--- src/rtl/pbus_parity_pkg.sv ---
package pbus_parity_pkg;

  typedef enum logic [1:0] {
    PH_IDLE = 2'd0,
    PH_ADDR = 2'd1,
    PH_DATA = 2'd2,
    PH_TURN = 2'd3
  } bus_phase_e;

  // A data-phase direction in which this node receives and must check.
  function automatic logic node_receives(input logic initiator, input logic write);
    return initiator ^ write;
  endfunction

endpackage

--- src/rtl/pbus_lane_parity.sv ---
module pbus_lane_parity #(
  parameter int LANE_W = 32,
  parameter int BE_W   = 4,
  parameter int LANES  = 2
) (
  input  logic [LANES*LANE_W-1:0] ad,
  input  logic [LANES*BE_W-1:0]   cbe,
  output logic [LANES-1:0]        lane_par
);

  // Even parity per lane: XOR over the lane's data bits and its byte enables.
  for (genvar l = 0; l < LANES; l++) begin : g_lane
    logic [LANE_W+BE_W-1:0] lane_bits;
    assign lane_bits   = {cbe[l*BE_W +: BE_W], ad[l*LANE_W +: LANE_W]};
    assign lane_par[l] = ^lane_bits;
  end

endmodule

--- src/rtl/pbus_drive_ctl.sv ---
module pbus_drive_ctl
  import pbus_parity_pkg::*;
#(
  parameter int LANES = 2
) (
  input  logic             clk,
  input  logic             rst_n,
  input  bus_phase_e       phase,
  input  logic             initiator,
  input  logic             write,
  input  logic             wide64,
  input  logic [LANES-1:0] lane_par,
  output logic [LANES-1:0] par_q,
  output logic [LANES-1:0] oe_q
);

  logic drive_now;
  logic [LANES-1:0] oe_next;

  // The node drives whatever it drove on AD: addresses as initiator, data
  // when it is the sender of the data phase.
  always_comb begin
    drive_now = 1'b0;
    unique case (phase)
      PH_ADDR: drive_now = initiator;
      PH_DATA: drive_now = !node_receives(initiator, write);
      default: drive_now = 1'b0;
    endcase
  end

  for (genvar l = 0; l < LANES; l++) begin : g_oe
    if (l == 0) begin : g_base
      assign oe_next[l] = drive_now;
    end else begin : g_ext
      assign oe_next[l] = drive_now && (phase == PH_DATA) && wide64;
    end
  end

  always_ff @(posedge clk) begin
    if (!rst_n) begin
      par_q <= '0;
      oe_q  <= '0;
    end else begin
      par_q <= lane_par;
      oe_q  <= oe_next;
    end
  end

  p_addr_drive_r3: assert property (@(posedge clk) disable iff (!rst_n)
    (phase == PH_ADDR && initiator) |=> oe_q[0]);

  p_no_drive_on_receive_r4: assert property (@(posedge clk) disable iff (!rst_n)
    (phase == PH_DATA && node_receives(initiator, write)) |=> !oe_q[0]);

  p_idle_release_r4: assert property (@(posedge clk) disable iff (!rst_n)
    (phase == PH_IDLE || phase == PH_TURN) |=> (oe_q == '0));

  p_ext_inside_base_r5: assert property (@(posedge clk) disable iff (!rst_n)
    oe_q[LANES-1] |-> oe_q[0]);

endmodule

--- src/rtl/pbus_check.sv ---
module pbus_check
  import pbus_parity_pkg::*;
#(
  parameter int LANES = 2
) (
  input  logic             clk,
  input  logic             rst_n,
  input  bus_phase_e       phase,
  input  logic             initiator,
  input  logic             write,
  input  logic             irdy,
  input  logic             trdy,
  input  logic             wide64,
  input  logic             perr_en,
  input  logic [LANES-1:0] lane_par,
  input  logic [LANES-1:0] par_in,
  output logic             perr_n,
  output logic             perr_oe
);

  logic             take;
  logic [LANES-1:0] chk_q;
  logic [LANES-1:0] exp_q;
  logic             mism;
  logic             perr_q;
  logic             perr_d;

  assign take = (phase == PH_DATA) && irdy && trdy && node_receives(initiator, write);

  // Stage 1: latch expected parity and which lanes count.
  always_ff @(posedge clk) begin
    if (!rst_n) begin
      chk_q <= '0;
      exp_q <= '0;
    end else begin
      exp_q <= lane_par;
      for (int l = 0; l < LANES; l++) begin
        chk_q[l] <= take && ((l == 0) || wide64);
      end
    end
  end

  // Compare against the parity that arrives one clock after the data.
  assign mism = |(chk_q & (exp_q ^ par_in));

  // Stage 2: error pulse, then one clock of driving high before release.
  always_ff @(posedge clk) begin
    if (!rst_n) begin
      perr_q <= 1'b0;
      perr_d <= 1'b0;
    end else begin
      perr_q <= mism && perr_en;
      perr_d <= perr_q;
    end
  end

  assign perr_n  = !perr_q;
  assign perr_oe = perr_q || perr_d;

  p_perr_origin_r6: assert property (@(posedge clk) disable iff (!rst_n)
    !perr_n |-> $past(take, 2));

  p_perr_gated_r8: assert property (@(posedge clk) disable iff (!rst_n)
    !perr_en |=> perr_n);

  p_perr_driven_r9: assert property (@(posedge clk) disable iff (!rst_n)
    !perr_n |-> perr_oe);

  p_perr_trail_r9: assert property (@(posedge clk) disable iff (!rst_n)
    !perr_n |=> perr_oe);

endmodule

--- src/rtl/pbus_parity_unit.sv ---
module pbus_parity_unit
  import pbus_parity_pkg::*;
#(
  parameter int LANE_W = 32,
  parameter int BE_W   = 4
) (
  input  logic                clk,
  input  logic                rst_n,
  input  logic [1:0]          bus_phase,
  input  logic                is_initiator,
  input  logic                is_write,
  input  logic                irdy,
  input  logic                trdy,
  input  logic                wide64,
  input  logic                perr_en,
  input  logic [2*LANE_W-1:0] ad,
  input  logic [2*BE_W-1:0]   cbe,
  input  logic                par_in,
  input  logic                par64_in,
  output logic                par_out,
  output logic                par_oe,
  output logic                par64_out,
  output logic                par64_oe,
  output logic                perr_n,
  output logic                perr_oe
);

  localparam int LANES = 2;

  bus_phase_e       phase;
  logic [LANES-1:0] lane_par;
  logic [LANES-1:0] par_q;
  logic [LANES-1:0] oe_q;

  assign phase = bus_phase_e'(bus_phase);

  pbus_lane_parity #(.LANE_W(LANE_W), .BE_W(BE_W), .LANES(LANES)) u_par (
    .ad       (ad),
    .cbe      (cbe),
    .lane_par (lane_par)
  );

  pbus_drive_ctl #(.LANES(LANES)) u_drive (
    .clk       (clk),
    .rst_n     (rst_n),
    .phase     (phase),
    .initiator (is_initiator),
    .write     (is_write),
    .wide64    (wide64),
    .lane_par  (lane_par),
    .par_q     (par_q),
    .oe_q      (oe_q)
  );

  pbus_check #(.LANES(LANES)) u_check (
    .clk       (clk),
    .rst_n     (rst_n),
    .phase     (phase),
    .initiator (is_initiator),
    .write     (is_write),
    .irdy      (irdy),
    .trdy      (trdy),
    .wide64    (wide64),
    .perr_en   (perr_en),
    .lane_par  (lane_par),
    .par_in    ({par64_in, par_in}),
    .perr_n    (perr_n),
    .perr_oe   (perr_oe)
  );

  assign par_out   = par_q[0];
  assign par64_out = par_q[1];
  assign par_oe    = oe_q[0];
  assign par64_oe  = oe_q[1];

  p_reset_quiet_r10: assert property (@(posedge clk)
    !rst_n |=> (!par_oe && !par64_oe && !perr_oe && perr_n));

endmodule

--- config.mk ---
export PLATFORM = sky130hd
export DESIGN_NAME = pbus_parity_unit
export DESIGN_NICKNAME = d
export VERILOG_FILES = /design/src/rtl/pbus_parity_pkg.sv /design/src/rtl/pbus_lane_parity.sv /design/src/rtl/pbus_drive_ctl.sv /design/src/rtl/pbus_check.sv /design/src/rtl/pbus_parity_unit.sv
export SDC_FILE = /design/constraint.sdc
export NUM_CORES = 1
export LEC_CHECK = 0
export BUFFER_PORTS_ARGS = -buffer_cell sky130_fd_sc_hd__buf_4
export CAP_MARGIN = 10
export CORE_MARGIN = 4
export CORE_UTILIZATION = 39
export DETAILED_ROUTE_END_ITERATION = 8
export GPL_TIMING_DRIVEN = 0
export PLACE_DENSITY = 0.93
export SLEW_MARGIN = 20
export SYNTH_ARGS = -nofsm -noshare
export SYNTH_HDL_FRONTEND = slang
export SYNTH_SLANG_ARGS = --single-unit
--- constraint.sdc ---
create_clock -name clk -period 2.15 [get_ports clk]
set_input_delay 0.215 -clock clk [delete_from_list [all_inputs] [get_ports clk]]
set_output_delay 0.215 -clock clk [all_outputs]
set_load 0.01 [all_outputs]
==> impl_metrics.yaml <==
power_and_ir_drop:
  power.density_nw_per_um2: 511
  ir_drop_uv: 409
  p_total_w: 0.000852
  leakage_nw: 0.802
synth:
  ys_seq_area_share_pct: 17.0
  synthCells: 98
  ys_seq_elements: 8
  syn-cell-area_um2: 942
  ys.warnings.count: 0
  syn_area_per_cell_um2: 9.61
  ys_types: 16
  syn-num-nets: 184
critical_path:
  cp-start-kind: "primary input"
  crit_fanout: 1
  crit_buf_inv: 1
  max_stage_delay_ns: 0.43
  endpoint_kind: "flop"
  required_ns: 2.29
  r2r-start: "u_check.exp_q[1]"
  cp_common_cell: "xnor2_1"
  cpMaxStageDelayCell: "xnor3_1"
  r2r_cells: 3
  r2r_slack_ns: 1.33
  crit_type: "in2reg"
  path_cells: "buf_4 > xnor2_1 > xnor2_1 > xnor2_1 > xnor3_1 > mux2i_1"
  timing.rr.end: "u_check.perr_q"
  critPathTopFamily: "XOR/XNOR gates"
  arrival_ns: 1.39
floorplanning:
  io_pins: 90
  initial_utilization_pct: 41.8
  coreArea_um2: 2250
  fp-row-count: 17
  chipHeight_um: 57.2
  die_x_um: 57.2
  dieArea_um2: 3270
route:
  avgViaCountPerCell: 4.49
  drt_pass1_iterations: 4
  wl_per_cell_um: 12.7
  finalWirelength_mm: 2.77
  ant_nets: 0
  vias: 978
  drc_errors: 0
  initialDrtViolationCount: 25
clock_network:
  cts_setup_buffers: 0
  htree_levels: 1
  hold_buffers: 0
  insertion_delay_ns: 0.25
  cts.repair.resized: 0
  cts_tree: "yes"
  root_buffer: "clkbuf_4"
  numCtsBuffers: 3
  clkTransAtPathRegs_ns: 0.05
  clock_path_buffers: 2
  clock_sinks: 8
timing:
  fmax_ghz: 0.799
  maxSlewViolCount: 0
  rsz0062_at_grt: "false"
  fin_setup_tns_ns: 0
  period_share_pct: 58.2
  finalSetupViolations: 0
  timing_worst_slew_pin_value_ns: 0.201
  period_needed_ns: 1.25
  hold_viol_final: 0
  fin_skew_ns: 0.00310
  slew_headroom_pct: 86.5
outcome:
  status: "finished clean"
placed_design:
  dp_hpwl_mm: 2.52
  place_congestion: 0.746
  portBuffers: 89
hold_path:
  min_from: "wide64"
  hold_depth: 2
  worstHoldEndpoint: "u_check.chk_q[1]"
  hp-class: "in2reg"
finish:
  area_growth_pct: 77.0
  drive_above_1_share_pct: 48.9
  n_fill_cell: 168
  diodes: 0
  mostFrequentLayoutCells: "buf_4, xnor2_1, xor2_1, dfxtp_1"
  fin_nets: 278
  final_common_cell: "buf_4"
  fin_util_pct: 74.0
global_routing:
  antenna_found_initial: 0
  grt_max_degree: 6
  grt_pass1_vias: 1031
  grt-busiest-layer: "met2"
  met1_usage_pct: 16.1
  use_met3_pct: 5.20
  track_usage_pct: 17.1
  grt_pass1_wl_mm: 4.35
  grt_overflow: 0
  use_met2_pct: 35.1
job:
  drv_cap: 0
## area by class of cell
type	instances	area (um^2)	area share, %
Inverter	4	15.0	0.900
Clock buffer	3	22.5	1.35
Sequential cell	8	160	9.60
Multi-Input combinational cell	86	767	46.0
Tap cell	28	35.0	2.10
Timing Repair Buffer	89	668	40.1
## stage by stage
stage	std cells	hold WS (ns)	cell area, um^2	setup WS [ns]
CTS	218	0.172	1670	0.900
global route	218	0.165	1670	0.784
floorplan	98	0.329	942	0.839
detailed placement	215	0.438	1650	0.636
global placement	215	0.432	1650	0.661
finish	218	0.182	1670	0.899
## layer usage
layer	up-vias	share of wire (%)
li1	489	-
met1	441	30
met2	44	60
met3	4	8.1
met4	0	1.1
met5	-	0
## power breakdown
group          switching, W  internal, W
logic              0.000187     0.000375
clock network     0.0000490    0.0000637
registers         0.0000106     0.000167
total              0.000247     0.000606
## flip-flops by register name (all words and copies together), names as in the netlist
name,count
u_check.exp_q,2
u_check.perr_d,1
u_check.perr_q,1
u_check.chk_q,2
u_drive.oe_q,2
## worst max-delay path by stage
| stage | cells past startpoint | to | start |
|---|---|---|---|
| final | 6 | u_check.exp_q[0] | ad[30] |
| after global routing | 6 | u_check.exp_q[0] | ad[19] |
| after CTS | 6 | u_check.exp_q[0] | ad[30] |
| after detailed placement | 6 | u_check.exp_q[0] | ad[30] |
| after global placement | 6 | u_check.exp_q[1] | ad[58] |
| after floorplan | 5 | u_check.exp_q[0] | ad[26] |
## worst reg2reg max path, stage by stage (launching register included)
cell and delay (ns):
dfxtp_1 0.32, xor2_1 0.14, a22oi_1 0.18, nor2_1 0.07
## cells by family (layout without fill, tap and decap cells)
family,Yosys count,count (layout),synth area share [%]
mux,2,2,2.12
buf+inv,4,96,1.59
fa+ha+maj,2,2,2.66
xor+xnor,67,67,68.1
simple gates,13,13,6.91
compound gates,2,2,1.59
flops,8,8,17.0
## synth_stat cells
| master | count | area share, % |
|---|---|---|
| and3_1 | 1 | 0.66 |
| or2_1 | 2 | 1.3 |
| dfxtp_1 | 8 | 17 |
| nand4_1 | 1 | 0.66 |
| a22oi_1 | 2 | 1.6 |
| xnor2_1 | 53 | 49 |
| nand2_1 | 3 | 1.2 |
| and2_1 | 1 | 0.66 |
| xor2_1 | 10 | 9.3 |
| nor2_1 | 3 | 1.2 |
| xnor3_1 | 4 | 9.6 |
| nor3_1 | 1 | 0.53 |
| or2_2 | 1 | 0.66 |
| inv_1 | 4 | 1.6 |
| mux2i_1 | 2 | 2.1 |
| ha_1 | 2 | 2.7 |
No activity file was read; power rests on OpenSTA's default activity.
